--- config.mk ---
export PLATFORM = sky130hd
export DESIGN_NAME = dual_update_reg
export DESIGN_NICKNAME = d
export VERILOG_FILES = /design/src/rtl/dual_update_pkg.sv /design/src/rtl/dual_update_sync.sv /design/src/rtl/dual_update_chan.sv /design/src/rtl/dual_update_reg.sv
export SDC_FILE = /design/constraint.sdc
export NUM_CORES = 1
export LEC_CHECK = 0
export ABC_AREA = 1
export CAP_MARGIN = 0
export CORE_MARGIN = 5
export CORE_UTILIZATION = 48
export CTS_BUF_LIST = sky130_fd_sc_hd__clkbuf_8
export CTS_CLUSTER_SIZE = 24
export DETAILED_ROUTE_END_ITERATION = 8
export PLACE_DENSITY = 0.77
export SYNTH_ARGS = -nofsm -noshare
export SYNTH_HDL_FRONTEND = slang
export SYNTH_SLANG_ARGS = --single-unit
export TNS_END_PERCENT = 100
--- constraint.sdc ---
create_clock -name clk -period 1.1 [get_ports clk]
set_clock_uncertainty 0.05 [all_clocks]
set_input_delay 0.275 -clock clk [delete_from_list [all_inputs] [get_ports clk]]
set_output_delay 0.275 -clock clk [all_outputs]
set_load 0.02 [all_outputs]
--- src/rtl/dual_update_pkg.sv ---
package dual_update_pkg;
  localparam int NUM_CH = 2;

  typedef enum logic {
    SEL_A = 1'b0,
    SEL_B = 1'b1
  } chan_sel_e;

  // Reset level of the load synchronizer: inactive (high) so no spurious transfer
  localparam logic LOAD_IDLE = 1'b1;
endpackage

--- src/rtl/dual_update_sync.sv ---
module dual_update_sync #(
  parameter int   STAGES  = 2,
  parameter logic RST_VAL = 1'b1
) (
  input  logic clk,
  input  logic rst,
  input  logic din,
  output logic dout
);
  logic [STAGES-1:0] chain_q;

  always_ff @(posedge clk) begin
    if (rst) chain_q <= {STAGES{RST_VAL}};
    else     chain_q <= {chain_q[STAGES-2:0], din};
  end

  assign dout = chain_q[STAGES-1];
endmodule

--- src/rtl/dual_update_chan.sv ---
module dual_update_chan #(
  parameter int WORD_W = 15
) (
  input  logic              clk,
  input  logic              rst,
  input  logic              wr_hit,
  input  logic [WORD_W-1:0] wr_word,
  input  logic              xfer_en,
  output logic [WORD_W-1:0] out_word,
  output logic              pend_o
);
  logic [WORD_W-1:0] stage_q;
  logic [WORD_W-1:0] out_q;
  logic              pend_q;
  logic              take;

  // A transfer happens only when something new is staged or arriving now
  assign take = xfer_en && (pend_q || wr_hit);

  always_ff @(posedge clk) begin
    if (rst) begin
      stage_q <= '0;
      out_q   <= '0;
      pend_q  <= 1'b0;
    end else begin
      if (wr_hit) stage_q <= wr_word;
      if (take)   out_q   <= wr_hit ? wr_word : stage_q;
      if (xfer_en)     pend_q <= 1'b0;
      else if (wr_hit) pend_q <= 1'b1;
    end
  end

  assign out_word = out_q;
  assign pend_o   = pend_q;
endmodule

--- src/rtl/dual_update_reg.sv ---
module dual_update_reg #(
  parameter int CODE_W      = 12,
  parameter int MODE_W      = 2,
  parameter int SYNC_STAGES = 2
) (
  input  logic              clk,
  input  logic              rst,
  input  logic              wr_en,
  input  logic              wr_sel,
  input  logic [CODE_W-1:0] wr_code,
  input  logic [MODE_W-1:0] wr_mode,
  input  logic              wr_buf,
  input  logic              load_n,
  output logic [CODE_W-1:0] a_code,
  output logic [MODE_W-1:0] a_mode,
  output logic              a_buf,
  output logic [CODE_W-1:0] b_code,
  output logic [MODE_W-1:0] b_mode,
  output logic              b_buf
);
  import dual_update_pkg::*;

  localparam int WORD_W = CODE_W + MODE_W + 1;

  logic              load_s;
  logic              load_act;
  logic [WORD_W-1:0] wr_word;
  logic [NUM_CH-1:0] pend_vec;
  logic [WORD_W-1:0] out_word [NUM_CH];

  dual_update_sync #(
    .STAGES (SYNC_STAGES),
    .RST_VAL(LOAD_IDLE)
  ) u_sync (
    .clk (clk),
    .rst (rst),
    .din (load_n),
    .dout(load_s)
  );

  assign load_act = ~load_s;
  assign wr_word  = {wr_mode, wr_buf, wr_code};

  for (genvar g = 0; g < NUM_CH; g++) begin : g_ch
    logic hit;
    assign hit = wr_en && (wr_sel == ((g == 0) ? SEL_A : SEL_B));

    dual_update_chan #(
      .WORD_W(WORD_W)
    ) u_chan (
      .clk     (clk),
      .rst     (rst),
      .wr_hit  (hit),
      .wr_word (wr_word),
      .xfer_en (load_act),
      .out_word(out_word[g]),
      .pend_o  (pend_vec[g])
    );
  end

  assign {a_mode, a_buf, a_code} = out_word[0];
  assign {b_mode, b_buf, b_code} = out_word[1];
endmodule

# Word-level counts from Yosys, hierarchy flattened

Index checks and enable logic that the tools add are counted.

Output and inout port bits: 30
Bits in registers: 64
Logic and storage cells: 18
Input port bits: 20

Bitwise operators: 2
Multiplexer cells: 2
Reduce and logical (&&, ||, !) cells: 7

Operators with widths:

| kind                | number |
|---|---|
| $mux W15            | 2 |
| $logic_and A1 B1 Y1 | 4 |
| $logic_or A1 B1 Y1  | 2 |
| $not A1 Y1          | 2 |
| $reduce_or A2 Y1    | 1 |

# Logic depth before layout (Yosys ltp)

Gate-level depths: netlist (run 1).

Depth after elaboration: 4
Mapped depth: 8
Depth with buffers taken out: 7

# Modules after synthesis

From an unflattened synthesis (run 1), not the netlist that was laid out.

Cells, all modules: 404
Area, all modules: 2847.7 µm²

By module, submodules not included:

| module           | instances | seq. area each (µm²) | cells each | area an instance (µm²) |
|---|---|---|---|---|
| dual_update_chan | 2         | 620.6                | 196        | 1383.8 |
| dual_update_sync | 1         | 40.0                 | 7          | 58.8 |
| dual_update_reg  | 1         | 0.0                  | 5          | 21.3 |

# Worst setup path before layout (run 1)

Ideal clock, no wire load.

Path kind: input to register
Start point: input port wr_en
End point: register g_ch[1].u_chan.out_q[10]
Buffers on the path: 2
Data arrival time: 0.950 ns
Data required time: 0.937 ns
Stages: 8
Setup time: 0.113 ns
Path slack: -0.013 ns
Path through: buf_4 -> nand2_4 -> buf_2 -> nand2_1 -> o21ai_1 -> nand2_1 -> nand2_1 -> nor2_1

Word-level cells in the longest chain between the ends: 3
Elaborated cells between the ends (all ways): 4
Classes of those cells: 1 x mux; 3 x reduce/logical

RTL lines:

| item                    | line                   | text |
|---|---|---|
| start: declaration      | dual_update_reg.sv:8   | `input logic wr_en,` |
| $logic_and A1 B1 Y1 (*) | dual_update_reg.sv:46  | `assign hit = wr_en && (wr_sel == ((g == 0) ? SEL_A : SEL_B));` |
| $logic_or A1 B1 Y1      | dual_update_chan.sv:18 | `assign take = xfer_en && (pend_q \|\| wr_hit);` |
| $logic_and A1 B1 Y1     | dual_update_chan.sv:18 |  |
| end signal: assignment  | dual_update_chan.sv:27 | `if (take) out_q <= wr_hit ? wr_word : stage_q;` |
| end: declaration        | dual_update_chan.sv:13 | `logic [WORD_W-1:0] out_q;` |

Every way passes the cells marked *; elsewhere a longest branch is shown, timed or not.
A chain may end at the register's enable or synchronous reset.

# Final worst setup path (run 1)

Start point: register g_ch[1].u_chan.out_q[13]
End point: output port b_mode[0]

RTL lines:

| item             | line                  | text |
|---|---|---|
| end: declaration | dual_update_reg.sv:18 | `output logic [MODE_W-1:0] b_mode,` |

No word-level cell between the ends.

==> impl_metrics.env, run 1 <==
export IMPL_run_status="finished, violations left"
export IMPL_violations="negative setup slack"
export IMPL_num_antenna_cells=0
export IMPL_max_vdd_ir_drop_mv=0.8835
export IMPL_synth_top_cell_area_share_pct=50.49
export IMPL_rows=26
export IMPL_critical_path_cell_chain="buf_6"
export IMPL_internal_power_mw=3.848
export IMPL_timing_final_crit_period_ns=1.145
export IMPL_postLayoutCellArea_um2=3587
export IMPL_postLayoutSetupSlackWorst_ns=-0.04478
export IMPL_htree_levels=3
export IMPL_yosys_cell_types_count=16
export IMPL_clk_insertion_delay_late_ns=0.34
export IMPL_power_density_nw_per_um2=1436
export IMPL_synth_top_cells_by_count="sky130_fd_sc_hd__nand2_1, sky130_fd_sc_hd__nor2_1, sky130_fd_sc_hd__dfxtp_1, sky130_fd_sc_hd__inv_1"
export IMPL_critical_path_top_delay_family="flip-flops"
export IMPL_finalHoldViolCount=0
export IMPL_cts_sink_count=64
export IMPL_synth_yosys_seq_area_share_pct=50.49
export IMPL_power_share_switching_pct=25.30
export IMPL_rsz0062_at_grt="yes"
export IMPL_firstDrtPassIters=4
export IMPL_postCtsHoldBufs=0
export IMPL_max_clock_path_buffers=2
export IMPL_grt_max_degree=32
export IMPL_max_stage_delay_ns=0.36
export IMPL_drtAntennaViolNets=0
export IMPL_wl_mm=6.335
export IMPL_detailroute_via_count=2311
export IMPL_grt_busiest_layer="met2"
export IMPL_cpMaxStageDelayCell="sky130_fd_sc_hd__dfxtp_2"
export IMPL_path_max_fanout=2
export IMPL_final_hpwl_dp_mm=3.905
export IMPL_tightest_slew_ns=0.2441
export IMPL_endpoint_kind="output pin"
export IMPL_synthesis_instances=351
export IMPL_total_switching_power_mw=1.303
export IMPL_synth_largest_area_cell="sky130_fd_sc_hd__dfxtp_1"
export IMPL_grt_pass1_vias=2105
export IMPL_setup_violations=31
export IMPL_design_die_area_um2=6840
export IMPL_avgViaCountPerCell=4.707
export IMPL_final_period_utilization_pct=104.1
export IMPL_hold_worst_slack_ns=0.3766
export IMPL_max_freq_ghz=0.8735
export IMPL_total_overflow_reported_by_the_global_router=0
export IMPL_antenna_found_initial=0
export IMPL_max_slew_margin_rel_pct=83.69
export IMPL_floorplan_die_height_um=82.71
export IMPL_placement_cell_area_um2=3138
export IMPL_met1_usage_pct=22.84
export IMPL_first_pass_grt_wire_length_mm=9.501
export IMPL_worstHoldPathType="reg2reg"
export IMPL_power_leakage_nw=1.667
export IMPL_timing_final_max_slew_violations=0
export IMPL_worstSetupStartpointType="register"
export IMPL_post_route_util_pct=70.24
export IMPL_maxCapViolCount=0
export IMPL_met2_usage_pct=30.77
export IMPL_synth_ff_type="sky130_fd_sc_hd__dfxtp_1"
export IMPL_syn_area_um2=2537
export IMPL_seqPwrFrac_pct=48.4
export IMPL_power_frac_clock_pct=37.6
export IMPL_portBuffers=49
export IMPL_route_detailed_wl_per_inst_um=12.90
export IMPL_synthMostInstantiatedCell="sky130_fd_sc_hd__nand2_1"
export IMPL_routabilityCongestion=0.8039
export IMPL_timing_setup_critical_path_class="reg2out"
export IMPL_syn_to_final_growth_pct=41.37
export IMPL_die_w_um=82.71
export IMPL_detailedRoute_firstIterationViolations=160
export IMPL_floorplan_initialDensity_pct=49.68
export IMPL_number_of_synthesized_flops_with_an_enable_pin=0
export IMPL_synth_top_cells_by_area="sky130_fd_sc_hd__dfxtp_1, sky130_fd_sc_hd__nand2_1, sky130_fd_sc_hd__nor2_1"
export IMPL_drcViolationCount=0
export IMPL_crit_required_ns=0.77
export IMPL_fraction_of_synthesis_flops_using_an_asynchronous_set_or_reset_pin_pct=0
export IMPL_tritoncts_clock_tree="done"
export IMPL_core_area_um2=5107
export IMPL_crit_buf_inv=1
export IMPL_io_pins=50
export IMPL_fin_nets=437
export IMPL_final_layout_size_suffix_gt1_share_pct=29.45
export IMPL_power_share_combinational_pct=13.9
export IMPL_worst_endpoint_arrival_ns=0.82
export IMPL_cts_buffers_inserted=9
export IMPL_groute_usage_overall_pct=18.86
export IMPL_clk_transition_reported_paths_ns=0.07
export IMPL_met3_usage_pct=4.989
export IMPL_yosys_warnings=0
export IMPL_syn_nets=371
export IMPL_root_buffer="sky130_fd_sc_hd__clkbuf_8"
export IMPL_yosys_register_bits=64
export IMPL_syn_area_per_cell_um2=7.229
sequential cells by signal (all words and copies together), names as in the netlist:
register              count
g_ch.u_chan.out_word     30
g_ch.u_chan.stage_q      30
g_ch.u_chan.pend_o        2
u_sync.chain_q            2
per-layer routing:
layer | vias to the layer above | share of wire (%)
met5 | - | 0
li1 | 1180 | -
met3 | 12 | 4.8
met1 | 1069 | 43
met4 | 0 | 1.9
met2 | 50 | 50
worst paths after layout:
| path | from | end | slack, ns | cells after the start |
|---|---|---|---|---|
| setup / recovery | g_ch[1].u_chan.out_word[13]$_SDFFE_PP0P_ | b_mode[0] | -0.04 | 1 |
| hold / removal | u_sync.chain_q[0]$_SDFF_PP1_ | u_sync.chain_q[1]$_SDFF_PP1_ | 0.38 | 1 |
| setup reg to reg | g_ch[0].u_chan.pend_o$_SDFFE_PP0P_ | g_ch[0].u_chan.out_word[5]$_SDFFE_PP0P_ | 0 | 6 |
| hold reg to reg | u_sync.chain_q[0]$_SDFF_PP1_ | u_sync.chain_q[1]$_SDFF_PP1_ | 0.38 | 1 |
logic make-up (layout without fill, tap and decap cells):
logic type / after synthesis / after routing / synth area share (%)
DFF: 64 / 64 / 50.49
and+or+nand+nor: 215 / 215 / 34.81
AOI/OAI and AO/OA: 19 / 19 / 4.339
buffers and inverters: 53 / 123 / 10.35
final cells by class:
class | count | area, um^2
repair buffers | 74 | 823.3
fillers | 410 | 1520
inverters | 34 | 130.1
clock buffers | 10 | 137.6
multi-input cells | 234 | 1036
flip-flops and latches | 64 | 1323
well taps | 70 | 87.58
clock inverters | 5 | 50.05
power groups by stage:
stage,logic (mW),registers [mW],clock network [mW]
final,0.717,2.49,1.94
after floorplan,0.360,2.57,0
after detailed placement,0.652,2.53,0
after global routing,0.799,2.51,2.07
after global placement,0.637,2.53,0
after CTS,0.668,2.49,1.96
placed cells by master (no fill, tap or decap), drive strengths merged:
cell and count:
nand2 108, nor2 90, dfxtp 64, buf 52, inv 36, clkdlybuf4s50 17
nand3b 15, o21ai 15, clkbuf 15, a21oi 4, or2 2, bufinv 1
clkinvlp 1, clkinv 1
through the flow:
| stage | TNS [ns] | cells | power, mW | setup WS (ns) |
|---|---|---|---|---|
| floorplan | 0 | 351 | 2.926 | 0.003163 |
| global placement | -35.37 | 465 | 3.162 | -0.6089 |
| detailed placement | -37.13 | 465 | 3.181 | -0.6351 |
| CTS | -0.7805 | 483 | 5.124 | -0.04764 |
| global route | -2.116 | 491 | 5.376 | -0.06264 |
| finish | -0.3947 | 491 | 5.151 | -0.04478 |
repair_timing:
item | CTS | global route
endpoints found under the setup margin | 90 | 56
gates cloned | 0 | 4
hold endpoints to repair | 0 | 0
setup buffers | 3 | 4
resized for setup | 214 | 24
pin swaps | 0 | 3
No activity file was read; power rests on OpenSTA's default activity.
==> run 2, diff against run 1 <==
- CORE_ASPECT_RATIO: unset -> 0.9
==> impl_metrics.env, run 2 (synthesized netlist as in run 1, its figures left out) <==
export IMPL_final_period_utilization_pct=103.2
export IMPL_detailedRoute_firstIterationViolations=170
export IMPL_power_density_nw_per_um2=1463
export IMPL_timing_final_max_slew_violations=0
export IMPL_cts_buffers_inserted=9
export IMPL_critical_path_cell_chain="buf_6"
export IMPL_power_leakage_nw=1.656
export IMPL_routabilityCongestion=0.7649
export IMPL_grt_pass1_vias=2014
export IMPL_fillers=436
export IMPL_dp_cells=459
export IMPL_postLayoutCellArea_um2=3578
export IMPL_path_max_fanout=2
export IMPL_layout_cells_non_filler=483
export IMPL_run_status="finished, violations left"
export IMPL_worstSetupStartpointType="register"
export IMPL_final_layout_size_suffix_gt1_share_pct=28.61
export IMPL_postLayoutSetupSlackWorst_ns=-0.03537
export IMPL_total_overflow_reported_by_the_global_router=0
export IMPL_floorplan_initialDensity_pct=48.87
export IMPL_clk_insertion_delay_late_ns=0.34
export IMPL_die_w_um=86.64
export IMPL_tightest_slew_ns=0.2691
export IMPL_final_hpwl_dp_mm=3.755
export IMPL_setup_violations=37
export IMPL_setup_reg_to_reg_worst_slack_ns=-0.03
export IMPL_max_vdd_ir_drop_mv=1.134
export IMPL_wl_mm=5.824
export IMPL_syn_to_final_growth_pct=41.03
export IMPL_root_buffer="sky130_fd_sc_hd__clkbuf_8"
export IMPL_crit_buf_inv=1
export IMPL_drcViolationCount=0
export IMPL_max_stage_delay_ns=0.35
export IMPL_cpMaxStageDelayCell="sky130_fd_sc_hd__dfxtp_2"
export IMPL_cts_sink_count=64
export IMPL_first_pass_grt_wire_length_mm=8.942
export IMPL_antenna_found_initial=0
export IMPL_maxCapViolCount=0
export IMPL_fin_nets=432
export IMPL_timing_final_crit_period_ns=1.135
export IMPL_most_common_cell_after_layout_fill_and_taps_aside="sky130_fd_sc_hd__nand2_1"
export IMPL_critical_path_top_delay_family="flip-flops"
export IMPL_num_antenna_cells=0
export IMPL_placement_cell_area_um2=3112
export IMPL_endpoint_kind="output pin"
export IMPL_floorplan_die_height_um=78.98
export IMPL_worstHoldPathType="in2reg"
export IMPL_power_total_mw=5.234
export IMPL_firstDrtPassIters=4
export IMPL_max_clock_path_buffers=2
export IMPL_groute_usage_overall_pct=16.73
export IMPL_core_area_um2=5192
export IMPL_max_freq_ghz=0.8808
export IMPL_commonest_cells_after_routing_fill_and_taps_aside="sky130_fd_sc_hd__nand2_1, sky130_fd_sc_hd__nor2_1, sky130_fd_sc_hd__dfxtp_2"
export IMPL_io_pins=50
export IMPL_clk_transition_reported_paths_ns=0.07
export IMPL_rows=25
export IMPL_design_die_area_um2=6842
export IMPL_avgViaCountPerCell=4.698
export IMPL_max_slew_margin_rel_pct=82.02
export IMPL_tritoncts_clock_tree="done"
export IMPL_portBuffers=49
export IMPL_finalHoldViolCount=0
export IMPL_drtAntennaViolNets=0
export IMPL_route_detailed_wl_per_inst_um=12.06
export IMPL_postCtsHoldBufs=0
export IMPL_htree_levels=3
export IMPL_violations="negative setup slack"
export IMPL_detailroute_via_count=2269
export IMPL_worst_endpoint_arrival_ns=0.81
export IMPL_fin_tns_setup_ns=-0.4436
export IMPL_post_route_util_pct=68.92
export IMPL_timing_setup_critical_path_class="reg2out"
export IMPL_grt_max_degree=31
export IMPL_rsz0062_at_grt="yes"
export IMPL_crit_required_ns=0.77
[run 2: cell count changes in the layout (fill, tap and decap cells not counted), moves of 2 or more]
cell	delta
sky130_fd_sc_hd__buf_4	-5
sky130_fd_sc_hd__buf_6	-2
sky130_fd_sc_hd__clkbuf_8	+2
sky130_fd_sc_hd__nand2_1	+3
sky130_fd_sc_hd__inv_1	-2
sky130_fd_sc_hd__nand2_2	-2
[run 2: timing repair]
item,4_1_cts,5_1_grt
hold endpoints to repair,0,0
endpoints found under the setup margin,90,56
cloned,0,5
gates resized for setup,212,22
buffers inserted,0,4
pin swaps,0,5
[run 2: per-stage QoR]
stage,worst slack [ns],hold slack (ns)
floorplan,0.003163,0.3288
global placement,-0.5645,0.3446
detailed placement,-0.5861,0.3520
CTS,-0.04499,0.3672
global route,-0.09042,0.2214
finish,-0.03537,0.2219
[run 2: final cells by class]
class,count,area (um^2),area share [%]
repair buffers,69,810.8,22.66
clock inverters,3,40.04,1.119
clock buffers,12,165.2,4.615
flip-flops and latches,64,1323,36.96
inverters,34,130.1,3.636
multi-input cells,234,1026,28.67
well taps,67,83.83,2.343
[run 2: where the power goes]
group          switching (mW)  total, mW  leakage [nW]  internal (mW)
clock network           0.833       2.04         0.108           1.21
logic                   0.373      0.697          1.01          0.324
registers              0.0483       2.49         0.539           2.45
total                    1.25       5.23          1.66           3.98
[run 2: path summary, 6_finish.rpt]
| path | endpoint | from | cells after the start |
|---|---|---|---|
| setup / recovery | b_mode[1] | g_ch[1].u_chan.out_word[14]$_SDFFE_PP0P_ | 1 |
| hold / removal | u_sync.chain_q[0]$_SDFF_PP1_ | rst | 2 |
| setup reg to reg | g_ch[1].u_chan.out_word[14]$_SDFFE_PP0P_ | g_ch[1].u_chan.pend_o$_SDFFE_PP0P_ | 6 |
| hold reg to reg | u_sync.chain_q[1]$_SDFF_PP1_ | u_sync.chain_q[0]$_SDFF_PP1_ | 1 |
[run 2: metal layers]
layer  wire [um]  vias up  global-route usage, %
met3         397        9                  7.054
li1            -     1170                      -
met2        2824       70                  27.29
met4          86        0                  5.140
met1        2515     1020                  19.95
met5           0        -                      0
==> run 3, diff against run 2 <==
- ABC_CLOCK_PERIOD_IN_PS: unset -> 1100
==> results of run 3 <==
Same layout as run 2: the final DEF is identical, and so are final timing and power.
